==> src/rtl/mcast_fanout_pkg.sv <==
package mcast_fanout_pkg;
  localparam int NUM_GROUPS = 4;
  localparam int REGS_PER_PORT = 4;

  typedef enum logic {
    ST_IDLE = 1'b0,
    ST_SEND = 1'b1
  } fanState_e;

  // Control to datapath strobes
  typedef struct packed {
    logic capture;
  } ctrlStrobes_t;
endpackage

==> src/rtl/mcast_fanout_ctrl.sv <==
module mcast_fanout_ctrl
  import mcast_fanout_pkg::*;
#(
  parameter int NUM_PORTS = 4
) (
  input  logic                 clk,
  input  logic                 rstN,
  input  logic                 inValid,
  input  logic [NUM_PORTS-1:0] sendVec,
  input  logic [NUM_PORTS-1:0] outReady,
  output logic [NUM_PORTS-1:0] outValid,
  output logic                 inReady,
  output ctrlStrobes_t         strobes
);
  fanState_e state;
  logic [NUM_PORTS-1:0] pending;

  always_comb begin
    strobes.capture = (state == ST_IDLE) && inValid;
    inReady = (state == ST_SEND) && (pending == '0);
    outValid = (state == ST_SEND) ? pending : '0;
  end

  always_ff @(posedge clk) begin
    if (!rstN) begin
      state <= ST_IDLE;
      pending <= '0;
    end else begin
      case (state)
        ST_IDLE: if (strobes.capture) begin
          pending <= sendVec;
          state <= ST_SEND;
        end
        ST_SEND: begin
          if (pending == '0) state <= ST_IDLE;
          pending <= pending & ~outReady;
        end
        default: state <= ST_IDLE;
      endcase
    end
  end

  // An empty effective set is finished in the very next cycle
  assert_empty_drop_R3: assert property (@(posedge clk) disable iff (!rstN)
    (strobes.capture && sendVec == '0) |=> inReady);

  // Release upstream is a single-cycle pulse
  assert_ready_pulse_R7: assert property (@(posedge clk) disable iff (!rstN)
    inReady |=> !inReady);

  for (genvar p = 0; p < NUM_PORTS; p++) begin : g_hold
    assert_hold_valid_R6: assert property (@(posedge clk) disable iff (!rstN)
      (outValid[p] && !outReady[p]) |=> outValid[p]);
  end
endmodule

==> src/rtl/mcast_fanout_datapath.sv <==
module mcast_fanout_datapath
  import mcast_fanout_pkg::*;
#(
  parameter int NUM_PORTS = 4,
  parameter int ADDR_W    = 64,
  parameter int RID_W     = 16,
  parameter int GID_W     = 8,
  parameter int CFG_AW    = 5
) (
  input  logic                        clk,
  input  logic                        rstN,
  input  ctrlStrobes_t                strobes,
  input  logic                        cfgWrEn,
  input  logic [CFG_AW-1:0]           cfgAddr,
  input  logic [ADDR_W-1:0]           cfgData,
  input  logic [GID_W-1:0]            inGroup,
  input  logic [ADDR_W-1:0]           inAddr,
  input  logic [RID_W-1:0]            inRid,
  output logic [NUM_PORTS-1:0]        sendVec,
  output logic [NUM_PORTS-1:0]        txEnVec,
  output logic [NUM_PORTS*ADDR_W-1:0] outAddr,
  output logic [NUM_PORTS*RID_W-1:0]  outRid
);
  localparam int SIZE_W = $clog2(ADDR_W);
  localparam int GIDX_W = $clog2(NUM_GROUPS);

  logic [NUM_PORTS-1:0] groupMask [NUM_GROUPS];
  logic [ADDR_W-1:0]    hdrAddr;
  logic [RID_W-1:0]     hdrRid;

  // Group mask registers
  for (genvar g = 0; g < NUM_GROUPS; g++) begin : g_mask
    always_ff @(posedge clk) begin
      if (!rstN) groupMask[g] <= '0;
      else if (cfgWrEn && cfgAddr == CFG_AW'(g)) groupMask[g] <= cfgData[NUM_PORTS-1:0];
    end
  end

  // Group lookup gated by per-port transmit enable
  always_comb begin
    if (inGroup < GID_W'(NUM_GROUPS)) sendVec = groupMask[inGroup[GIDX_W-1:0]] & txEnVec;
    else sendVec = '0;
  end

  // Header latch
  always_ff @(posedge clk) begin
    if (!rstN) begin
      hdrAddr <= '0;
      hdrRid <= '0;
    end else if (strobes.capture) begin
      hdrAddr <= inAddr;
      hdrRid <= inRid;
    end
  end

  // Per-port egress registers and overlays
  for (genvar p = 0; p < NUM_PORTS; p++) begin : g_port
    localparam int BASE = NUM_GROUPS + REGS_PER_PORT * p;
    logic              addrOvlEn, ridOvlEn;
    logic [SIZE_W-1:0] ovlSize;
    logic [ADDR_W-1:0] ovlBase;
    logic [RID_W-1:0]  ovlRid;
    logic [ADDR_W-1:0] upperMask;

    always_ff @(posedge clk) begin
      if (!rstN) begin
        txEnVec[p] <= 1'b0;
        addrOvlEn <= 1'b0;
        ridOvlEn <= 1'b0;
        ovlSize <= '0;
        ovlBase <= '0;
        ovlRid <= '0;
      end else if (cfgWrEn) begin
        // Command-enable bits 4:3 are deliberately not stored
        if (cfgAddr == CFG_AW'(BASE)) begin
          txEnVec[p] <= cfgData[0];
          addrOvlEn <= cfgData[1];
          ridOvlEn <= cfgData[2];
        end
        if (cfgAddr == CFG_AW'(BASE + 1)) ovlSize <= cfgData[SIZE_W-1:0];
        if (cfgAddr == CFG_AW'(BASE + 2)) ovlBase <= cfgData;
        if (cfgAddr == CFG_AW'(BASE + 3)) ovlRid <= cfgData[RID_W-1:0];
      end
    end

    always_comb begin
      upperMask = {ADDR_W{1'b1}} << ovlSize;
      outAddr[p*ADDR_W +: ADDR_W] = addrOvlEn ? ((ovlBase & upperMask) | (hdrAddr & ~upperMask))
                                              : hdrAddr;
      outRid[p*RID_W +: RID_W] = ridOvlEn ? ovlRid : hdrRid;
    end
  end
endmodule

==> src/rtl/mcast_fanout_router.sv <==
module mcast_fanout_router
  import mcast_fanout_pkg::*;
#(
  parameter int NUM_PORTS = 4,
  parameter int ADDR_W    = 64,
  parameter int RID_W     = 16,
  parameter int GID_W     = 8,
  parameter int CFG_AW    = $clog2(NUM_GROUPS + REGS_PER_PORT * NUM_PORTS)
) (
  input  logic                        clk,
  input  logic                        rstN,
  input  logic                        cfgWrEn,
  input  logic [CFG_AW-1:0]           cfgAddr,
  input  logic [ADDR_W-1:0]           cfgData,
  input  logic                        inValid,
  output logic                        inReady,
  input  logic [GID_W-1:0]            inGroup,
  input  logic [ADDR_W-1:0]           inAddr,
  input  logic [RID_W-1:0]            inRid,
  output logic [NUM_PORTS-1:0]        outValid,
  input  logic [NUM_PORTS-1:0]        outReady,
  output logic [NUM_PORTS*ADDR_W-1:0] outAddr,
  output logic [NUM_PORTS*RID_W-1:0]  outRid
);
  ctrlStrobes_t         strobes;
  logic [NUM_PORTS-1:0] sendVec;
  logic [NUM_PORTS-1:0] txEnVec;

  mcast_fanout_ctrl #(.NUM_PORTS(NUM_PORTS)) u_ctrl (
    .clk(clk), .rstN(rstN), .inValid(inValid), .sendVec(sendVec),
    .outReady(outReady), .outValid(outValid), .inReady(inReady), .strobes(strobes)
  );

  mcast_fanout_datapath #(
    .NUM_PORTS(NUM_PORTS), .ADDR_W(ADDR_W), .RID_W(RID_W), .GID_W(GID_W), .CFG_AW(CFG_AW)
  ) u_dp (
    .clk(clk), .rstN(rstN), .strobes(strobes), .cfgWrEn(cfgWrEn), .cfgAddr(cfgAddr),
    .cfgData(cfgData), .inGroup(inGroup), .inAddr(inAddr), .inRid(inRid),
    .sendVec(sendVec), .txEnVec(txEnVec), .outAddr(outAddr), .outRid(outRid)
  );

  // Ports without transmit enable at capture never get a strobe
  assert_tx_gate_R4: assert property (@(posedge clk) disable iff (!rstN)
    strobes.capture |=> ((outValid & ~$past(txEnVec)) == '0));

  // Out-of-range groups are never fanned out
  assert_range_drop_R2: assert property (@(posedge clk) disable iff (!rstN)
    (strobes.capture && inGroup >= GID_W'(NUM_GROUPS)) |=> (outValid == '0));
endmodule

==> config.mk <==
export PLATFORM = sky130hd
export DESIGN_NAME = mcast_fanout_router
export DESIGN_NICKNAME = d
export VERILOG_FILES = /design/src/rtl/mcast_fanout_pkg.sv /design/src/rtl/mcast_fanout_ctrl.sv /design/src/rtl/mcast_fanout_datapath.sv /design/src/rtl/mcast_fanout_router.sv
export SDC_FILE = /design/constraint.sdc
export NUM_CORES = 1
export LEC_CHECK = 0
export ABC_CLOCK_PERIOD_IN_PS = 1600
export BUFFER_PORTS_ARGS = -buffer_cell sky130_fd_sc_hd__buf_2
export CAP_MARGIN = 15
export CORE_AREA = 2 2 222 224
export DETAILED_ROUTE_END_ITERATION = 12
export DIE_AREA = 0 0 224 226
export PLACE_DENSITY = 0.76
export SLEW_MARGIN = 25
export SYNTH_ARGS = -nofsm -noshare
export SYNTH_HDL_FRONTEND = slang
export SYNTH_HIERARCHICAL = 1
export SYNTH_SLANG_ARGS = --single-unit
==> constraint.sdc <==
create_clock -name clk -period 1.6 [get_ports clk]
set_clock_uncertainty 0.05 [all_clocks]
set_input_delay 0.32 -clock clk [delete_from_list [all_inputs] [get_ports clk]]
set_output_delay 0.32 -clock clk [all_outputs]
set_load 0.01 [all_outputs]
==> metrics.txt, run 1 <==
gate count after technology mapping 2,598; Yosys reg bits 457; total grt overflow 12; global-route total usage across every layer 73.5%; Post-synth EDFFs 16; Cell Area, Synth 23,800 um2; worst setup endpoint GRT outAddr[40]; kind of the worst endpoint top-level output; cells taking the most area after synthesis sky130_fd_sc_hd__dfxtp_1, sky130_fd_sc_hd__mux2_2, sky130_fd_sc_hd__mux2i_1; number of unique standard cell types used by synthesis 64; proportion of synthesized flip-flops having asynchronous set or reset 0%; Final Wtd Congestion 1.01; net count after synthesis 2,763; proportion of netlist area held by the largest area contributor 37.1%; boundary pin count 490; number of buffers added by the clock tree synthesis step 50; stopping stage global routing; cell at the root of the clock tree sky130_fd_sc_hd__clkbuf_16; number of buffers inserted by port buffering 489; number of buffers on the longest clock path 3; placed wire-length estimate after detailed placement 76,200 um; pin count of the biggest net entering global routing 80; starting density of the core 49.3%; Main synth FF type sky130_fd_sc_hd__dfxtp_1; status aborted with a tool error; DIE WIDTH 224 um; total number of H-tree levels 2; number of antenna violations at the first check in global routing 13; mean area per synthesized cell 9.17 um2; error that stopped the run [ERROR GRT-0232] Routing congestion too high. Check the congestion heatmap in the GUI.; CTS sink count 457; height of the chip 226 um; portion of the post-synthesis area used by sequential elements 39.1%; cell type contributing the most total cell area after synthesis sky130_fd_sc_hd__dfxtp_1; count of synthesis-stage warnings from yosys 6; number of cell rows 81
## layer usage
metal / track usage, % / overflow
met1: 71.3 / 0
met2: 88.5 / 5
met3: 61.8 / 0
met4: 73.3 / 7
met5: 43.2 / 0
## Yosys cell counts (6+ instances only)
cell type,count
sky130_fd_sc_hd__a31oi_1,6
sky130_fd_sc_hd__a21boi_0,167
sky130_fd_sc_hd__a21oi_1,89
sky130_fd_sc_hd__mux2i_1,258
sky130_fd_sc_hd__buf_4,13
sky130_fd_sc_hd__edfxtp_1,16
sky130_fd_sc_hd__a22oi_1,11
sky130_fd_sc_hd__buf_2,104
sky130_fd_sc_hd__nand3_1,196
sky130_fd_sc_hd__nand2_1,333
sky130_fd_sc_hd__o31ai_1,10
sky130_fd_sc_hd__clkbuf_1,103
sky130_fd_sc_hd__nor2b_1,97
sky130_fd_sc_hd__dfxtp_1,441
sky130_fd_sc_hd__o21ai_0,258
sky130_fd_sc_hd__buf_6,10
sky130_fd_sc_hd__and2_1,7
sky130_fd_sc_hd__nor2_1,33
sky130_fd_sc_hd__mux2_2,316
sky130_fd_sc_hd__inv_1,16
sky130_fd_sc_hd__a21boi_1,14
sky130_fd_sc_hd__nor3_1,8
## cells by family after synthesis
group,after synthesis,share of synthesized area [%]
AO/OA/AOI/OAI,582,14.8
multiplexers,581,26.3
flip-flops,457,39.1
AND/OR/NAND/NOR,725,14.8
buffers and inverters,253,5.06
## repair_timing
action / 4_1_cts
endpoints found under the setup margin: 325
setup buffers: 122
cloned: 8
hold buffers: 139
pin swaps: 109
hold endpoints to repair: 294
gates resized for setup: 834
## stage by stage
step	cell area (um2)	setup slack [ns]	util [%]	cells	hold slack, ns
2_1_floorplan	24200	-0.156	-	2598	0.381
4_1_cts	37600	-1.05	77.8	4198	0.00217
3_3_place_gp	30000	-0.756	62.0	3863	0.388
3_5_place_dp	30000	-0.788	62.0	3863	0.397
==> run 2, diff against run 1 <==
- ABC_CLOCK_PERIOD_IN_PS: 1600 -> 2100
- CORE_AREA: 2 2 222 224 -> 2 2 248 250
- DIE_AREA: 0 0 224 226 -> 0 0 250 252
- PLACE_DENSITY: 0.76 -> not set
- PLACE_DENSITY_LB_ADDON: not set -> 0.15
- clock period: 1.6 -> 2.1 ns (I/O delays scaled with it)
==> run 2 against run 1 <==
Effect of this change: synthesized area is the same; synthesized cell count is the same; the flow now finishes, with violations (negative setup slack).
==> metrics.txt, run 2 <==
remaining antenna violation count 0; number of antenna violations at the first check in global routing 4; max reg flops 256; violated checks negative setup slack; min cycle time layout 2.77 ns; violation count after the first detailed-route iteration 2,216; placed wire-length estimate after detailed placement 78,200 um; cells taking the most area after synthesis sky130_fd_sc_hd__dfxtp_1, sky130_fd_sc_hd__mux2_2, sky130_fd_sc_hd__mux2i_1; pin count of the biggest net entering global routing 110; Synth Area in XOR/XNOR 0%; DRC Markers 0; proportion of synthesized flip-flops having asynchronous set or reset 0%; status complete, but fails checks; boundary pin count 490; total grt overflow 0; share of the clock period used by the worst path after layout 132%; transition time at the pin with the least slew margin 0.680 ns; Compound-Gate Fraction of Synth Area 14.8%; mean area per synthesized cell 9.17 um2; clock tree from TritonCTS done; gate count after technology mapping 2,598; combinational family with the most area after synthesis multiplexers; number of buffers added by the clock tree synthesis step 52; Sequential Area 9420 um2; cell at the root of the clock tree sky130_fd_sc_hd__clkbuf_16; global-route total usage across every layer 33.3%; CTS sink count 457; starting density of the core 39.6%; maximum capacitance violations 0; area used by multi-input combinational logic 17,400 um2; Detailed Routing Iterations Pass 1 6; Cell Area, Synth 23,800 um2; worst reg2reg path startpoint u_ctrl/state; Max-slew headroom 54.7%; Max Transition Viols Final 0; Post-synth EDFFs 16; RSZ-0062 raised after global routing true; routed length per placed instance 27.6 um; proportion of layout cells with a drive suffix above 1 52.2%; proportion of netlist area held by the largest area contributor 37.1%; first-pass GRT wire length 157,000 um; cell type contributing the most total cell area after synthesis sky130_fd_sc_hd__dfxtp_1; power per cell area 549 nW/um2; Worst IR Drop VDD 0.678 mV; worst setup path startpoint u_dp/g_port[1].ovlSize[3]; height of the chip 252 um; count of synthesis-stage warnings from yosys 6; number of buffers inserted by port buffering 489; Regs by FF count u_dp/g_port.ovlBase (256), u_dp/g_port.ovlRid (64), u_dp/hdrAddr (64); area of placed instances 29,500 um2; Commonest cells post-synth sky130_fd_sc_hd__dfxtp_1, sky130_fd_sc_hd__nand2_1, sky130_fd_sc_hd__mux2_2, sky130_fd_sc_hd__mux2i_1, sky130_fd_sc_hd__o21ai_0; net count after synthesis 2,763; Min Hold Slack 0.0147 ns; DIE WIDTH 250 um; worst hold path type input pin to register; Yosys reg bits 457; Main synth FF type sky130_fd_sc_hd__dfxtp_1; number of endpoints failing setup at the final stage 301; vias in the first global route 23,700; clk slew on worst S/H paths 0.06 ns; max frequency 361 MHz; data required time of the worst path 1.63 ns; count leader, synth sky130_fd_sc_hd__dfxtp_1; core outline area 60,100 um2; Metal-1 WL 46,800 um; Syn-to-layout area delta 68.9%; register name with the most flops u_dp/g_port.ovlBase; category of the worst setup path launch point register; Final Wtd Congestion 0.988; Arr. time, crit path 2.30 ns; multiplexer area fraction after synthesis 26.3%; final worst-path setup slack -0.673 ns; total non-filler cell area in the finished layout 40,200 um2; highest routed layer met5; critical-path maximum fanout 6; average vias per placed instance 5.82; total vias in the final route 24,900; number of cell rows 90; portion of the post-synthesis area used by sequential elements 39.1%; type of the setup path with the least slack register to primary output; Worst Hold Launch inAddr[37]; number of unique standard cell types used by synthesis 64; most frequent cells in the layout sky130_fd_sc_hd__buf_6, sky130_fd_sc_hd__dfxtp_1, sky130_fd_sc_hd__mux2_4; wire length on met2 55,100 um; Final Hold Fails 0; Leak 16.7 nW; total number of nets in the final design 3,617; sum of met3 wire segment lengths after detailed routing 8730 um; most frequent standard cell in the layout excluding fill and tap cells sky130_fd_sc_hd__buf_6; Clock Latency Late Sink 0.62 ns; fill cell instance count of the final layout 4,388; total number of H-tree levels 2; Die Area 63,000 um2; final routed wirelength across all metal layers 118,000 um; Post-Synth Simple-Gate Area 14.8%; Adder-Cell Fraction of Synth Area 0%; crit end category primary output; number of buffers on the longest clock path 3
[run 2: cell counts after synthesis]
No cell type changed its count.
[run 2: worst max-delay path: stages (launching register included)]
cell,delay [ns]
sky130_fd_sc_hd__dfxtp_4,0.40
sky130_fd_sc_hd__buf_12,0.13
sky130_fd_sc_hd__buf_4,0.16
sky130_fd_sc_hd__nand2_4,0.07
sky130_fd_sc_hd__buf_6,0.12
sky130_fd_sc_hd__o31ai_4,0.22
sky130_fd_sc_hd__buf_6,0.15
sky130_fd_sc_hd__mux2_4,0.32
sky130_fd_sc_hd__buf_6,0.12
[run 2: per-stage QoR]
| stage | util, % | TNS (ns) | setup WS [ns] | cells | total power, mW |
|---|---|---|---|---|---|
| final | 66.9 | -132.80 | -0.673 | 4275 | 22.1 |
| after global placement | 49.1 | -24.32 | -0.573 | 4015 | 11.8 |
| after floorplan | - | 0 | 0.203 | 2598 | 10.6 |
| after global routing | 66.9 | -141.00 | -0.736 | 4273 | 22.7 |
| after detailed placement | 49.1 | -25.42 | -0.587 | 4015 | 11.9 |
| after CTS | 58.9 | -137.73 | -0.664 | 4198 | 21.5 |
[run 2: worst paths after layout]
kind | endpoint | slack (ns) | depth (start not counted)
worst max-delay path | outAddr[125] | -0.67 | 8
worst max register to register | u_dp/hdrRid[14] | 0.42 | 5
worst min register to register | u_dp/g_port[2].ovlRid[6] | 0.41 | 2
worst min-delay path | u_dp/hdrAddr[37] | 0.01 | 3
[run 2: kinds of logic (layout without fill, tap and decap cells)]
kind of cell,Yosys count,count (layout)
muxes,581,581
buffers and inverters,253,1146
other,0,2
DFF,457,457
and+or+nand+nor,725,725
AOI/OAI and AO/OA,582,582
[run 2: area by class of cell]
| class | instances | share of cell area, % |
|---|---|---|
| multi-input combinational | 1888 | 43.3 |
| timing repair buffer | 1037 | 26.3 |
| sequential | 457 | 23.4 |
| clock buffer | 75 | 3.75 |
| tap | 782 | 2.43 |
| clock inverter | 18 | 0.554 |
| inverter | 16 | 0.202 |
| antenna | 2 | 0.0124 |
[run 2: metal layers]
metal | vias to the layer above | track usage (%)
met5 | - | 0
met4 | 8 | 16.2
met3 | 362 | 6.25
met2 | 1220 | 54.3
met1 | 12400 | 42.6
li1 | 10900 | -
[run 2: power breakdown]
group          internal, mW  switching (mW)  leakage [nW]
combinational          1.84            1.71          12.1
clock                  5.58            3.90         0.861
sequential             8.85           0.202          3.75
total                  16.3            5.82          16.7
[run 2: repair_timing]
action                                 4_1_cts  5_1_grt
endpoints found under the hold margin        6        0
gates cloned                                 8       11
hold buffers                                 6        0
setup buffers                              106      113
setup endpoints to repair                  320      321
pin swaps                                   91      140
resized for setup                          802      882
No activity file was read; power rests on OpenSTA's default activity.
